<file path="src/rtl/flash_prot_pkg.sv">
package flash_prot_pkg;
  localparam int REG_W      = 8;
  localparam int PTR_LSB    = 4;
  localparam int IDX_ONLY_B = 3;
  localparam int LOCK_B     = 2;
  localparam int WP_B       = 1;
  localparam int RP_B       = 0;
  localparam int SZW        = 3;

  typedef enum logic [SZW-1:0] {
    SZ_16K  = 3'd0,
    SZ_32K  = 3'd1,
    SZ_64K  = 3'd2,
    SZ_128K = 3'd3,
    SZ_256K = 3'd4,
    SZ_512K = 3'd5,
    SZ_1M   = 3'd6
  } blk_size_e;
endpackage

</file>
<file path="src/rtl/fpr_blkdec.sv">
module fpr_blkdec
  import flash_prot_pkg::*;
#(
  parameter int AW        = 24,
  parameter int NBLK      = 16,
  parameter int MIN_SHIFT = 14
) (
  input  logic [AW-1:0]            addr,
  input  logic [SZW-1:0]           size,
  output logic [$clog2(NBLK)-1:0]  blk
);
  localparam int IDXW = $clog2(NBLK);

  logic [SZW-1:0] eff;
  logic [AW-1:0]  shifted;
  int             shamt;

  always_comb begin
    // sizes above the largest code behave as the largest
    eff     = (size > SZ_1M) ? SZ_1M : size;
    shamt   = MIN_SHIFT + int'(eff);
    shifted = addr >> shamt;
    blk     = shifted[IDXW-1:0];
  end
endmodule

</file>
<file path="src/rtl/fpr_bank.sv">
module fpr_bank
  import flash_prot_pkg::*;
#(
  parameter int NBLK = 16
) (
  input  logic                     clk,
  input  logic                     rst,
  input  logic                     clr_all,
  input  logic                     hw_en,
  input  logic [REG_W-1:0]         hw_data,
  input  logic                     mw_en,
  input  logic [$clog2(NBLK)-1:0]  mw_blk,
  input  logic                     mw_lock,
  input  logic [$clog2(NBLK)-1:0]  look_blk,
  output logic [REG_W-1:0]         rd_byte,
  output logic                     look_wp,
  output logic                     look_rp
);
  localparam int IDXW = $clog2(NBLK);

  logic [IDXW-1:0] idx_q;
  logic [NBLK-1:0] lock_q, wp_q, rp_q;
  logic [IDXW-1:0] new_idx;
  logic            data_wr;

  assign new_idx = hw_data[PTR_LSB +: IDXW];
  assign data_wr = hw_en && !hw_data[IDX_ONLY_B];

  always_ff @(posedge clk) begin
    if (rst) begin
      idx_q  <= '0;
      lock_q <= '0;
      wp_q   <= '1;
      rp_q   <= '0;
    end else begin
      if (hw_en) idx_q <= new_idx;
      for (int b = 0; b < NBLK; b++) begin
        if (clr_all) begin
          if (lock_q[b]) begin
            lock_q[b] <= 1'b0;
            wp_q[b]   <= 1'b1;
            rp_q[b]   <= 1'b0;
          end
        end else if (mw_en && mw_blk == IDXW'(b)) begin
          if (mw_lock) begin
            lock_q[b] <= 1'b1;
          end else begin
            lock_q[b] <= 1'b0;
            wp_q[b]   <= 1'b1;
            rp_q[b]   <= 1'b0;
          end
        end else if (data_wr && new_idx == IDXW'(b) && !lock_q[b]) begin
          lock_q[b] <= hw_data[LOCK_B];
          wp_q[b]   <= hw_data[WP_B];
          rp_q[b]   <= hw_data[RP_B];
        end
      end
    end
  end

  assign rd_byte = {idx_q, 1'b0, lock_q[idx_q], wp_q[idx_q], rp_q[idx_q]};
  assign look_wp = wp_q[look_blk];
  assign look_rp = rp_q[look_blk];


  reset_defaults_chk: assert property (@(posedge clk)
    rst |=> (idx_q == '0 && lock_q == '0 && wp_q == '1 && rp_q == '0));


  index_only_chk: assert property (@(posedge clk) disable iff (rst)
    (hw_en && hw_data[IDX_ONLY_B] && !mw_en && !clr_all)
      |=> ($stable(lock_q) && $stable(wp_q) && $stable(rp_q)));


  unlock_all_chk: assert property (@(posedge clk) disable iff (rst)
    clr_all |=> (lock_q == '0));

  for (genvar g = 0; g < NBLK; g++) begin : g_blk_chk

    lock_sticky_chk: assert property (@(posedge clk) disable iff (rst)
      (lock_q[g] && !clr_all && !(mw_en && mw_blk == IDXW'(g)))
        |=> (lock_q[g] && $stable(wp_q[g]) && $stable(rp_q[g])));

    mgmt_clear_chk: assert property (@(posedge clk) disable iff (rst)
      (mw_en && mw_blk == IDXW'(g) && !mw_lock && !clr_all)
        |=> (!lock_q[g] && wp_q[g] && !rp_q[g]));

    mgmt_set_chk: assert property (@(posedge clk) disable iff (rst)
      (mw_en && mw_blk == IDXW'(g) && mw_lock && !clr_all)
        |=> (lock_q[g] && $stable(wp_q[g]) && $stable(rp_q[g])));
  end
endmodule

</file>
<file path="src/rtl/flash_prot_regs.sv">
module flash_prot_regs
  import flash_prot_pkg::*;
#(
  parameter int NCS       = 2,
  parameter int NBLK      = 16,
  parameter int AW        = 24,
  parameter int MIN_SHIFT = 14
) (
  input  logic                      clk,
  input  logic                      rst,
  input  logic                      sb_rst,
  input  logic                      sb_clr_en,
  input  logic                      unlock,
  input  logic                      h_wr,
  input  logic                      h_rd,
  input  logic [$clog2(NCS)-1:0]    h_sel,
  input  logic [REG_W-1:0]          h_wdata,
  output logic [REG_W-1:0]          h_rdata,
  input  logic                      m_wr,
  input  logic [$clog2(NCS)-1:0]    m_sel,
  input  logic [$clog2(NBLK)-1:0]   m_blk,
  input  logic                      m_lock,
  input  logic [$clog2(NCS)-1:0]    acc_cs,
  input  logic [AW-1:0]             acc_addr,
  input  logic [SZW-1:0]            acc_size,
  input  logic                      acc_wr,
  input  logic                      acc_rd,
  output logic                      wr_inhibit,
  output logic                      rd_inhibit
);
  localparam int CSW  = $clog2(NCS);
  localparam int IDXW = $clog2(NBLK);

  logic             clr_all;
  logic [IDXW-1:0]  acc_blk;
  logic [REG_W-1:0] bank_byte [NCS];
  logic [NCS-1:0]   bank_wp, bank_rp;

  assign clr_all = unlock || (sb_rst && sb_clr_en);

  fpr_blkdec #(
    .AW(AW), .NBLK(NBLK), .MIN_SHIFT(MIN_SHIFT)
  ) i_blkdec (
    .addr(acc_addr),
    .size(acc_size),
    .blk (acc_blk)
  );

  for (genvar c = 0; c < NCS; c++) begin : g_bank
    fpr_bank #(.NBLK(NBLK)) i_bank (
      .clk     (clk),
      .rst     (rst),
      .clr_all (clr_all),
      .hw_en   (h_wr && h_sel == CSW'(c)),
      .hw_data (h_wdata),
      .mw_en   (m_wr && m_sel == CSW'(c)),
      .mw_blk  (m_blk),
      .mw_lock (m_lock),
      .look_blk(acc_blk),
      .rd_byte (bank_byte[c]),
      .look_wp (bank_wp[c]),
      .look_rp (bank_rp[c])
    );
  end

  always_ff @(posedge clk) begin
    if (rst)       h_rdata <= '0;
    else if (h_rd) h_rdata <= bank_byte[h_sel];
  end

  assign wr_inhibit = acc_wr && bank_wp[acc_cs];
  assign rd_inhibit = acc_rd && bank_rp[acc_cs];


  rd_bit3_zero_chk: assert property (@(posedge clk) disable iff (rst)
    h_rd |=> !h_rdata[IDX_ONLY_B]);


  wr_inh_needs_wr_chk: assert property (@(posedge clk) disable iff (rst)
    wr_inhibit |-> acc_wr);


  rd_inh_needs_rd_chk: assert property (@(posedge clk) disable iff (rst)
    rd_inhibit |-> acc_rd);
endmodule

</file>
<file path="config.mk">
export PLATFORM = sky130hd
export DESIGN_NAME = flash_prot_regs
export DESIGN_NICKNAME = d
export VERILOG_FILES = /design/src/rtl/flash_prot_pkg.sv /design/src/rtl/fpr_blkdec.sv /design/src/rtl/fpr_bank.sv /design/src/rtl/flash_prot_regs.sv
export SDC_FILE = /design/constraint.sdc
export NUM_CORES = 1
export LEC_CHECK = 0
export CORE_ASPECT_RATIO = 1.4
export CORE_UTILIZATION = 30
export CTS_BUF_LIST = sky130_fd_sc_hd__clkbuf_16
export CTS_CLUSTER_DIAMETER = 150
export DETAILED_ROUTE_END_ITERATION = 6
export PLACE_DENSITY = 0.53
export SLEW_MARGIN = 20
export SYNTH_ARGS = -nofsm -noshare
export SYNTH_HDL_FRONTEND = slang
export SYNTH_SLANG_ARGS = --single-unit
</file>
<file path="constraint.sdc">
create_clock -name clk -period 7.2 [get_ports clk]
set_input_delay 1.08 -clock clk [delete_from_list [all_inputs] [get_ports clk]]
set_output_delay 1.08 -clock clk [all_outputs]
set_load 0.05 [all_outputs]
</file>
== Word-level counts from Yosys, hierarchy flattened ==
Index checks and enable logic that the tools add are counted.
Word-level totals
  register bits after elaboration: 112
  bits of input ports: 53
  output and inout port bits: 10
  word-level logic and storage cells: 793
Cells by class
  $add $sub $neg: 1
  magnitude comparators: 6
  equality and inequality tests: 94
  shift-type cells: 1
  muxes and demuxes: 351
  bitwise logic cells: 3
  reductions and logical operators: 238
Operator list (number)
  2-to-1 mux 1 bit: 337
  logical AND 1 bit: 105
  != test 3 bit (second input constant): 32
  AND reduction 3 bit: 32
  nonzero test 3 bit: 32
  == test 4 bit (second input constant): 16
  != test 2 x 1 -> 1 bit (second input constant): 32
  nonzero test 2 bit: 32
  binary-select mux 1 bit (select 4 bit): 10
  logical NOT 1 bit: 33
  == test 4 x 3 -> 1 bit (second input constant): 8
  right shift 24 x 32 -> 4 bit: 1
  2-to-1 mux 8 bit: 3
  == test 4 x 2 -> 1 bit (second input constant): 4
  < comparator 4 x 5 -> 1 bit (second input constant): 3
  == test 4 x 1 -> 1 bit (second input constant): 2
  logical NOT 4 bit: 2
  adder 4 x 3 -> 5 bit (first input constant): 1
  > comparator 3 bit (second input constant): 1
  2-to-1 mux 3 bit: 1
  greater-or-equal comparator 2 bit (second input constant): 1
  < comparator 1 x 2 -> 1 bit (second input constant): 1
  NOT 1 bit: 2
  NOT 1 -> 2 bit: 1
  other kinds (2): 2

== Logic depth before layout (Yosys ltp) ==
Gate-level depths: netlist of the first run.
  word-level depth: 9
  depth in mapped cells: 10
  depth with buffers taken out: 7

== Modules after synthesis ==
Synthesis of the first run repeated with hierarchy kept, for this count alone.
Unflattened totals
  cell total of the unflattened synthesis: 793
  area total of the unflattened synthesis: 7190.6 um^2
Modules (own cells, without submodules)
  fpr_bank (g_bank[0].i_bank): instances 1, cells an instance 369, area each 3290.7 um^2, seq. area each 1041.0 um^2
  fpr_bank (g_bank[1].i_bank): instances 1, cells an instance 366, area each 3260.6 um^2, seq. area each 1041.0 um^2
  flash_prot_regs: instances 1, cells an instance 45, area each 436.7 um^2, seq. area each 160.2 um^2
  fpr_blkdec: instances 1, cells an instance 13, area each 202.7 um^2, seq. area each 0.0 um^2

== Least setup slack after synthesis of the first run ==
OpenSTA, ideal clock, no wires.
  kind: input to output
  start: input port acc_size[0]
  end: output port wr_inhibit
  arrival: 3276 ps
  data required time: 6120 ps
  setup slack: 2844 ps
  stages on the path: 10
  path buffers: 3
  cell sequence: buf_6 mux2_2 mux4_2 buf_2 buf_4 mux2i_1 mux2i_1 mux2i_1 mux2i_1 a32o_1
On the way
  cells in the longest elaborated chain, start to end: 9
  elaborated cells between the ends (all ways): 11
  classes of those cells: add/sub (1); order compare (1); shift (1); mux (7); reduce/logical (1)
RTL lines
  from (decl): line flash_prot_regs.sv:25  | input logic [SZW-1:0] acc_size,
  > comparator 3 bit: line fpr_blkdec.sv:20  | eff = (size > SZ_1M) ? SZ_1M : size;
  2-to-1 mux 3 bit *: line fpr_blkdec.sv:20
  adder 4 x 3 -> 5 bit *: line fpr_blkdec.sv:21  | shamt = MIN_SHIFT + int'(eff);
  right shift 24 x 32 -> 4 bit *: line fpr_blkdec.sv:22  | shifted = addr >> shamt;
  binary-select mux 1 bit (select 4 bit): line fpr_bank.sv:62  | assign look_wp = wp_q[look_blk];
  2-to-1 mux 1 bit (not written as such): line fpr_bank.sv:62
  2-to-1 mux 1 bit (not written as such) * (2 in a row): line flash_prot_regs.sv:71  | assign wr_inhibit = acc_wr && bank_wp[acc_cs];
  logical AND 1 bit *: line flash_prot_regs.sv:71
  to (decl): line flash_prot_regs.sv:28  | output logic wr_inhibit,
Every way passes the cells marked *; elsewhere a longest branch is shown, timed or not. The select of a mux whose other input is x is not followed.

== Worst setup path in the final report of the first run ==
Ends and elaborated chain as after synthesis.

==> metrics.md, run 1 <==
| Metric | Value |
|---|---|
| Seq/Total Area, Yosys | `0.307` |
| Layout cells sized above 1 | `0.0883` |
| Most frequent cells in the layout | `nor2_1, dfxtp_1, mux2i_1` |
| Hold_buf cts | `0` |
| Post-DP Area | `between 7000 and 8000 um2` |
| Syn Std Cell Area | `between 7000 and 8000 um2` |
| CTS tree | `done` |
| Die span in y | `roughly 190 um` |
| Reg clk slew, reported paths | `80 ps` |
| Gate count after technology mapping | `861` |
| # DRC | `0` |
| Most used routing layer | `met2` |
| FFs w/ async S/R, synth | `0` |
| Design area | `around 8200 um2` |
| FF+latch count, synth | `111` |
| Antenna violations before repair | `0` |
| N_diodes | `0` |
| Pre-Repair DR Iteration Count | `5` |
| Vias | `~6700` |
| Synth warnings | `0` |
| WP data required | `roughly 6000 ps` |
| Core area | `~23000 um2` |
| Reg2reg setup slack | `about 4600 ps` |
| CTS Buffer Depth | `2` |
| Worst R2R End | `h_rdata[0]$_SDFFE_PP0P_` |
| Critical path capture point type | `output pin` |
| Overall Global Routing Usage | `0.204` |
| Status | `finished clean` |
| Post-synth top flop | `dfxtp_1` |
| Max-cap violation count | `0` |
| Detailed placer's ending HPWL | `17200 um` |
| Clk sink count | `between 100 and 150` |
| Worst-Margin Slew | `1050 ps` |
| Global-route wire length before repair | `38700 um` |
| EDFF count, synth | `0` |
| I/O pin count | `between 60 and 70` |
| IO Port Bufs | `between 40 and 50` |
| Worst vdd ir | `between 0.1 and 0.15 mV` |
| Post-route insts no fill | `between 1000 and 1500` |
| Met1 global-route usage | `0.252` |
| Startpoint Class | `primary input` |
| Commonest non-fill, non-tap cell in the layout | `nor2_1` |
| Max FO, Critical Path | `28` |
| Hold Path Class | `flop to flop` |
| Fin. max-slew vios | `0` |
| Starting Density | `0.309` |
| Root Driver | `clkbuf_16` |
| Pwr dens | `between 150 and 200 nW/um2` |
| Final WS setup | `between 1000 and 1500 ps` |
| Routed WL per cell | `approximately 21 um` |
| Syn_area_per_cell | `~8.4 um2` |
| Pre-CTS setup slack | `1010 ps` |
| Final Skew | `12.3 ps` |
| GR Overflow Total | `0` |
| Net count after synthesis | `between 900 and 1000` |
| Total CTS buffers | `9` |
| Critical Path AT | `a little over 5000 ps` |
| Net count reported at finish | `910` |
| Final Critical Period | `about 6200 ps` |
| DRT Wirelength | `24800 um` |
| Period Utilization, post-route | `0.857` |
| Post_cts resized | `0` |
| Die ar. | `approximately 25000 um2` |
| Fmax | `between 150 and 200 MHz` |
| WS Path Type | `primary input to output pin` |
| Clock latency on the worst-skew pair | `roughly 360 ps` |
| Final hold violation count | `0` |
| Vias in the first global route | `~6700` |
| Post-CTS setup buffer count | `0` |
| Post-DRT Antenna Nets | `0` |
| Largest net degree at the start of global routing | `81` |
| GRT met2 Usage | `0.344` |
| H-tree depth | `3` |
| Leak | `0.00271 uW` |
| Yosys cell types | `50` |
| Setup TNS | `0 ps` |
| Worst reg2reg path depth | `4` |
| 1st-iter DRT viols | `around 530` |
| Via density | `5.73` |
| Fillers | `2470` |
| Endpoints failing setup | `0` |
| Slew HR | `0.292` |
| Worst Setup SP | `acc_size[0]` |
| Area grow syn2layout | `12.9%` |
| Critical path destination | `wr_inhibit` |
| # rows | `between 60 and 70` |
| Unrepaired setup endpoints after global routing | `false` |
| Worst R2R Start | `g_bank[1].i_bank.idx_q[1]$_SDFFE_PP0P_` |
| Met3 usage | `0.0234` |
| Placed cells | `approximately 1200` |
| Die width | `roughly 130 um` |
| Routability Congestion | `a little under 0.9` |
==> state kept, by name (all words and copies together), names as in the netlist <==
signal                count
g_bank.i_bank.lock_q     32
g_bank.i_bank.rp_q       32
g_bank.i_bank.wp_q       32
g_bank.i_bank.idx_q       8
h_rdata                   7
==> where the power goes <==
| part | internal, uW | total (uW) | switching, uW |
|---|---|---|---|
| Clock | 306 | 559 | 252 |
| Sequential | 619 | 631 | 12.3 |
| Combinational | 81.0 | 221 | 140 |
| Total | 1010 | 1410 | 404 |
==> per-stage QoR <==
step / total power, uW / utilization / hold WS, ps
final: 1410 / 0.349 / 479
after global placement: 863 / 0.335 / 460
after global routing: 1460 / 0.349 / 509
after floorplan: 787 / - / 441
after detailed placement: 865 / 0.335 / 467
after CTS: 1420 / 0.349 / 478
==> synth_stat cells, types with 3 or more instances <==
cell	number	area share
nand2_1	97	0.050
nand4b_1	4	0.0048
clkbuf_1	61	0.032
nand4_1	6	0.0052
nor2_1	117	0.061
a21oi_1	42	0.029
or4_1	4	0.0041
nor3b_1	3	0.0031
o21ai_0	27	0.019
a311oi_1	15	0.018
and2_1	3	0.0026
mux2_2	7	0.011
nor4_1	3	0.0026
mux4_2	34	0.11
buf_6	3	0.0047
and4b_1	3	0.0041
a211o_1	5	0.0060
mux2_4	4	0.0083
buf_2	5	0.0035
nor2b_1	9	0.0078
nor3_1	51	0.035
a211oi_1	26	0.027
nand3_1	25	0.017
a31oi_1	17	0.015
mux2i_1	107	0.15
dfxtp_1	111	0.31
nand2b_1	35	0.030
inv_1	4	0.0021
nand3b_1	5	0.0052
==> routing by layer <==
metal / vias to the layer above / wire [um]
met5: - / 0
met4: 0 / 1050
met3: 44 / 1300
met2: 229 / 11900
met1: 3286 / 10600
li1: 3126 / -
==> cell type report <==
cell class                      instances  area [um2]  share of cell area
Multi-Input combinational cell        674        4700               0.575
Sequential cell                       111        2220               0.272
Timing Repair Buffer                   57         541              0.0661
Tap cell                              306         383              0.0468
Clock buffer                            9         225              0.0275
Clock inverter                          6        92.6              0.0113
Inverter                                4        15.0             0.00184
==> worst min-delay path by stage <==
stage,depth (start not counted),end,start
2_1_floorplan,2,g_bank[0].i_bank.rp_q[14]$_SDFFE_PP0P_,g_bank[0].i_bank.rp_q[14]$_SDFFE_PP0P_
6_report,2,g_bank[1].i_bank.rp_q[5]$_SDFFE_PP0P_,g_bank[1].i_bank.rp_q[5]$_SDFFE_PP0P_
3_5_place_dp,2,g_bank[1].i_bank.rp_q[5]$_SDFFE_PP0P_,g_bank[1].i_bank.rp_q[5]$_SDFFE_PP0P_
3_3_place_gp,2,g_bank[1].i_bank.rp_q[5]$_SDFFE_PP0P_,g_bank[1].i_bank.rp_q[5]$_SDFFE_PP0P_
4_1_cts,2,g_bank[1].i_bank.rp_q[5]$_SDFFE_PP0P_,g_bank[1].i_bank.rp_q[5]$_SDFFE_PP0P_
5_1_grt,2,g_bank[0].i_bank.rp_q[14]$_SDFFE_PP0P_,g_bank[0].i_bank.rp_q[14]$_SDFFE_PP0P_
==> worst max-delay path: stages <==
cell	delay (ps)
clkdlybuf4s50_1	690
mux2_2	400
mux4_2	840
mux2i_1	220
mux2i_1	220
mux2i_1	140
mux2i_1	450
a32o_1	240
clkdlybuf4s50_1	800
==> cells by family after synthesis <==
family	Yosys count	synth area share
AND/OR/NAND/NOR	382	0.253
multiplexers	153	0.274
other	1	0.000518
flip-flops	111	0.307
buffers and inverters	76	0.0444
AO/OA/AOI/OAI	138	0.121
Power figures use the tool's default switching activity.
==> inputs of run 2 (changes only) <==
- PLACE_DENSITY: 0.53 -> unset
==> metrics.md, run 2 (synthesized netlist as in run 1, its figures left out) <==
| Metric | Value |
|---|---|
| Status | `finished clean` |
| Critical Path AT | `5020 ps (-70 ps)` |
| Period Utilization, post-route | `0.847 (-0.00999)` |
| Max FO, Critical Path | `28 (unchanged)` |
| Worst vdd ir | `0.0938 mV (-13%)` |
| Pre-Repair DR Iteration Count | `5 (unchanged)` |
| DRT Wirelength | `23800 um (-4.1%)` |
| Worst Setup SP | `acc_size[0]` |
| Worst reg2reg path depth | `4 (unchanged)` |
| Commonest non-fill, non-tap cell in the layout | `nor2_1` |
| CTS tree | `done` |
| Final Skew | `10.8 ps (-1.43 ps)` |
| Clock latency on the worst-skew pair | `360 ps (about the same)` |
| Post-DRT Antenna Nets | `0 (unchanged)` |
| Area grow syn2layout | `12.2%` |
| Post-CTS setup buffer count | `0 (unchanged)` |
| IO Port Bufs | `47 (unchanged)` |
| Antenna violations before repair | `0 (unchanged)` |
| Fin util | `0.347 (-0.00224)` |
| Critical path destination | `wr_inhibit` |
| Overall Global Routing Usage | `0.194 (-0.00993)` |
| Hold Path Class | `flop to flop` |
| Pwr dens | `164 nW/um2 (-4.7%)` |
| CTS Buffer Depth | `2 (unchanged)` |
| Final Critical Period | `6100 ps (-72.0 ps)` |
| Hold_buf cts | `0 (unchanged)` |
| Reg clk slew, reported paths | `70 ps (about the same)` |
| Vias | `6717 (+0.48%)` |
| Slew HR | `0.167 (-0.125)` |
| Net count reported at finish | `908 (-0.22%)` |
| Final hold violation count | `0 (unchanged)` |
| Post_cts resized | `0 (unchanged)` |
| Worst R2R Start | `g_bank[1].i_bank.idx_q[0]$_SDFFE_PP0P_` |
| H-tree depth | `3 (unchanged)` |
| Placed cells | `1150 (-0.17%)` |
| I/O pin count | `63 (unchanged)` |
| Top flop regs | `g_bank.i_bank.lock_q: 32 flops, g_bank.i_bank.rp_q: 32 flops, g_bank.i_bank.wp_q: 32 flops` |
| Fmax | `164 MHz (+1.2%)` |
| # DRC | `0 (unchanged)` |
| Setup TNS | `0 ps (unchanged)` |
| Starting Density | `0.309 (unchanged)` |
| WP data required | `6120 ps (about the same)` |
| Post-route insts no fill | `1166 (-0.086%)` |
| GR Overflow Total | `0 (unchanged)` |
| Total CTS buffers | `9 (unchanged)` |
| N_diodes | `0 (unchanged)` |
| Fin. max-slew vios | `0 (unchanged)` |
| Unrepaired setup endpoints after global routing | `false` |
| Routed WL per cell | `20.4 um (-4.0%)` |
| Vias in the first global route | `6409 (-3.8%)` |
| Core area | `23500 um2 (unchanged)` |
| Routability Congestion | `0.863 (-0.56%)` |
| Detailed placer's ending HPWL | `16700 um (-2.5%)` |
| Worst R2R End | `h_rdata[2]$_SDFFE_PP0P_` |
| # rows | `66 (unchanged)` |
| Worst-Margin Slew | `1230 ps (+178 ps)` |
| Clk sink count | `111 (unchanged)` |
| Die width | `133 um (unchanged)` |
| Startpoint Class | `primary input` |
| Critical path capture point type | `output pin` |
| Root Driver | `clkbuf_16` |
| WS Path Type | `primary input to output pin` |
| 1st-iter DRT viols | `611 (+15%)` |
| Die ar. | `24800 um2 (unchanged)` |
| Largest net degree at the start of global routing | `81 (unchanged)` |
| Global-route wire length before repair | `36800 um (-4.8%)` |
| Via density | `5.76 (+0.56%)` |
| Layout cells sized above 1 | `0.0860 (-0.00222)` |
| Reg2reg setup slack | `4680 ps (+40 ps)` |
| Most frequent cells in the layout | `nor2_1, dfxtp_1, mux2i_1` |
| Max-cap violation count | `0 (unchanged)` |
| Leak | `0.00269 uW (-0.91%)` |
| Die span in y | `186 um (unchanged)` |
| Endpoints failing setup | `0 (unchanged)` |
[run 2: cell types whose count changed in the layout (fill, tap and decap cells not counted), sizes merged]
cell,change
buf,-2
bufinv,-2
clkinv,+3
clkinvlp,-1
inv,+1
[run 2: area by class of cell]
| type | count | area [um2] |
|---|---|---|
| multi-input cells | 674 | 4700 |
| flip-flops and latches | 111 | 2220 |
| fillers | 2467 | 15300 |
| repair buffers | 55 | 526 |
| clock buffers | 9 | 225 |
| well taps | 306 | 383 |
| clock inverters | 7 | 55.1 |
| inverters | 4 | 15.0 |
[run 2: metal layers]
metal	global-route usage	routed length, um
met1	0.229	9350
met2	0.334	11700
met5	0	0
met4	0.105	988
met3	0.0343	1750
[run 2: where the power goes]
| part | internal [uW] | switching, uW | leakage (uW) |
|---|---|---|---|
| logic | 80.6 | 137 | 0.00166 |
| registers | 619 | 12.0 | 0.000898 |
| clock network | 239 | 248 | 0.000134 |
| total | 939 | 397 | 0.00269 |
[run 2: worst max-delay path, stage by stage]
cell and delay (ps):
clkdlybuf4s50_1 690, mux2_2 390, mux4_2 830, mux2i_1 220
mux2i_1 190, mux2i_1 130, mux2i_1 420, a32o_1 240
clkdlybuf4s50_1 800
[run 2: worst min path at each step]
stage / from / end / slack, ps / cells after the start
global route: g_bank[0].i_bank.rp_q[11]$_SDFFE_PP0P_ / g_bank[0].i_bank.rp_q[11]$_SDFFE_PP0P_ / 510 / 2
finish: g_bank[1].i_bank.rp_q[5]$_SDFFE_PP0P_ / g_bank[1].i_bank.rp_q[5]$_SDFFE_PP0P_ / 480 / 2
CTS: g_bank[1].i_bank.rp_q[5]$_SDFFE_PP0P_ / g_bank[1].i_bank.rp_q[5]$_SDFFE_PP0P_ / 480 / 2
detailed placement: g_bank[0].i_bank.rp_q[1]$_SDFFE_PP0P_ / g_bank[0].i_bank.rp_q[1]$_SDFFE_PP0P_ / 470 / 2
global placement: g_bank[0].i_bank.rp_q[11]$_SDFFE_PP0P_ / g_bank[0].i_bank.rp_q[11]$_SDFFE_PP0P_ / 460 / 2
floorplan: g_bank[0].i_bank.rp_q[14]$_SDFFE_PP0P_ / g_bank[0].i_bank.rp_q[14]$_SDFFE_PP0P_ / 440 / 2
[run 2: through the flow]
stage | instance area, um2 | worst slack [ps] | hold slack (ps) | total power (uW)
2_1_floorplan | 7240 | 2840 | 441 | 787
3_3_place_gp | 7850 | 1100 | 455 | 860
3_5_place_dp | 7850 | 1100 | 466 | 860
4_1_cts | 8130 | 1100 | 477 | 1340
5_1_grt | 8130 | 1000 | 509 | 1380
6_report | 8130 | 1100 | 479 | 1340
==> inputs of run 3 (changes only) <==
- clock period: 7.2 -> 5.8 ns (I/O delays scaled with it)
==> metrics.md, run 3 (synthesized netlist as in run 1, its figures left out) <==
| Metric | Value |
|---|---|
| Multi-input gate area | `4700 um2 (unchanged)` |
| Final Skew | `7.99 ps (-2.83 ps)` |
| Endpoints failing setup | `0 (unchanged)` |
| Pre-CTS setup slack | `491 ps (-609 ps)` |
| Hold_ws | `470 ps (-9.14 ps)` |
| Fin. max-slew vios | `0 (unchanged)` |
| Post-route insts no fill | `1171 (+0.43%)` |
| Worst vdd ir | `0.113 mV (+20%)` |
| Largest net degree at the start of global routing | `81 (unchanged)` |
| Starting Density | `0.309 (unchanged)` |
| Worst Hold Depth | `2 (unchanged)` |
| Vias in the first global route | `6553 (+2.2%)` |
| Pwr dens | `208 nW/um2 (+27%)` |
| Routed WL per cell | `20.3 um (-0.39%)` |
| Most frequent cells in the layout | `nor2_1, dfxtp_1, mux2i_1` |
| Met3 usage | `0.0414 (+0.00708)` |
| Fmax | `188 MHz` |
| Vias | `6676 (-0.61%)` |
| Final Critical Period | `between 5000 and 6000 ps` |
| Fillers | `2436 (-1.3%)` |
| Worst-Margin Slew | `1110 ps (-121 ps)` |
| H-tree depth | `3 (unchanged)` |
| Met1 global-route usage | `0.229 (-0.000571)` |
| # DRC | `1 (+1)` |
| IO Port Bufs | `47 (unchanged)` |
| Hold Path Class | `flop to flop` |
| Design area | `8180 um2 (+0.63%)` |
| Setup TNS | `0 ps (unchanged)` |
| Clock latency on the worst-skew pair | `370 ps (about the same)` |
| CTS tree | `done` |
| Post-DP Area | `7880 um2 (+0.45%)` |
| Total CTS buffers | `9 (unchanged)` |
| Routability Congestion | `0.869 (+0.68%)` |
| Max-cap violation count | `0 (unchanged)` |
| Leak | `0.00272 uW (+1.2%)` |
| Period Utilization, post-route | `0.918` |
| Detailed placer's ending HPWL | `16900 um (+0.81%)` |
| Status | `complete, but fails checks` |
| GRT met2 Usage | `0.336 (+0.00167)` |
| Net count reported at finish | `913 (+0.55%)` |
| DRT Wirelength | `23800 um (about the same)` |
| Antenna violations before repair | `0 (unchanged)` |
| Hold_buf cts | `0 (unchanged)` |
| Die width | `133 um (unchanged)` |
| Worst reg2reg path depth | `4 (unchanged)` |
| Post-DRT Antenna Nets | `0 (unchanged)` |
| Core area | `23500 um2 (unchanged)` |
| I/O pin count | `63 (unchanged)` |
| Commonest non-fill, non-tap cell in the layout | `nor2_1` |
| Critical path capture point type | `output pin` |
| # rows | `66 (unchanged)` |
| Post-CTS setup buffer count | `0 (unchanged)` |
| Max FO, Critical Path | `18 (-36%)` |
| GR Overflow Total | `0 (unchanged)` |
| Most used routing layer | `met2` |
| Post_cts resized | `0 (unchanged)` |
| Clk sink count | `111 (unchanged)` |
| Final WS setup | `476 ps (-624 ps)` |
| Die span in y | `186 um (unchanged)` |
| Reg area | `2220 um2 (unchanged)` |
| Overall Global Routing Usage | `0.197 (+0.00312)` |
| N_diodes | `0 (unchanged)` |
| Global-route wire length before repair | `37400 um (+1.6%)` |
| Unrepaired setup endpoints after global routing | `false` |
| Slew HR | `0.248 (+0.0814)` |
| Die ar. | `24800 um2 (unchanged)` |
| WS Path Type | `primary input to output pin` |
| Final hold violation count | `0 (unchanged)` |
| Startpoint Class | `primary input` |
| Via density | `5.70 (-1.0%)` |
| CTS Buffer Depth | `2 (unchanged)` |
| Layout cells sized above 1 | `0.0925 (+0.00644)` |
| Placed cells | `1155 (+0.43%)` |
| Critical Path AT | `4450 ps (-570 ps)` |
| WP data required | `4930 ps (-1190 ps)` |
| Failing checks | `DRC` |
| Top flop regs | `g_bank.i_bank.lock_q: 32 flops, g_bank.i_bank.rp_q: 32 flops, g_bank.i_bank.wp_q: 32 flops` |
| Pre-Repair DR Iteration Count | `7 (+2)` |
| Root Driver | `clkbuf_16` |
| Reg clk slew, reported paths | `80 ps (about the same)` |
| Area grow syn2layout | `12.9%` |
| 1st-iter DRT viols | `480 (-21%)` |
-- run 3: cell count changes in the layout (fill, tap and decap cells not counted) --
cell and delta:
buf_4 +6, bufinv_16 +1, clkdlybuf4s50_1 -1, clkinv_2 +1
clkinv_4 -2, clkinvlp_4 +1, inv_6 -1
-- run 3: routing by layer --
| layer | routed length [um] | part of all wire |
|---|---|---|
| met1 | 9380 | 0.39 |
| met3 | 1710 | 0.072 |
| met5 | 0 | 0 |
| met2 | 11500 | 0.48 |
| met4 | 1210 | 0.051 |
-- run 3: area by class of cell --
| type | count | share of cell area |
|---|---|---|
| clock buffer | 9 | 0.0275 |
| clock inverter | 7 | 0.00872 |
| inverter | 4 | 0.00184 |
| multi-input combinational | 674 | 0.575 |
| sequential | 111 | 0.272 |
| tap | 306 | 0.0468 |
| timing repair buffer | 60 | 0.0685 |
-- run 3: worst max-delay path: stages --
cell             delay, ps
clkdlybuf4s50_1        700
mux2_2                 390
mux4_2                 780
mux2i_1                200
mux2i_1                160
mux2i_1                 90
mux2i_1                140
buf_4                  170
o211a_1                140
clkdlybuf4s50_1        790
-- run 3: worst paths after layout --
path                                          startpoint                                      to  slack, ps
setup / recovery                             acc_size[0]                              rd_inhibit        480
hold / removal    g_bank[0].i_bank.rp_q[11]$_SDFFE_PP0P_  g_bank[0].i_bank.rp_q[11]$_SDFFE_PP0P_        470
setup reg to reg  g_bank[1].i_bank.idx_q[1]$_SDFFE_PP0P_                 h_rdata[0]$_SDFFE_PP0P_       3270
hold reg to reg   g_bank[0].i_bank.rp_q[11]$_SDFFE_PP0P_  g_bank[0].i_bank.rp_q[11]$_SDFFE_PP0P_        470
-- run 3: through the flow --
| stage | utilization | total power, uW |
|---|---|---|
| 6_report | 0.349 | 1700 |
| 5_1_grt | 0.349 | 1760 |
| 4_1_cts | 0.349 | 1710 |
| 3_5_place_dp | 0.336 | 1070 |
| 3_3_place_gp | 0.336 | 1070 |
| 2_1_floorplan | - | 977 |
-- run 3: power breakdown --
part           total, uW  switching [uW]  leakage (uW)  internal [uW]
clock network        646             310      0.000140            337
logic                272             169       0.00168            102
registers            783            14.8      0.000898            769
total               1700             494       0.00272           1210
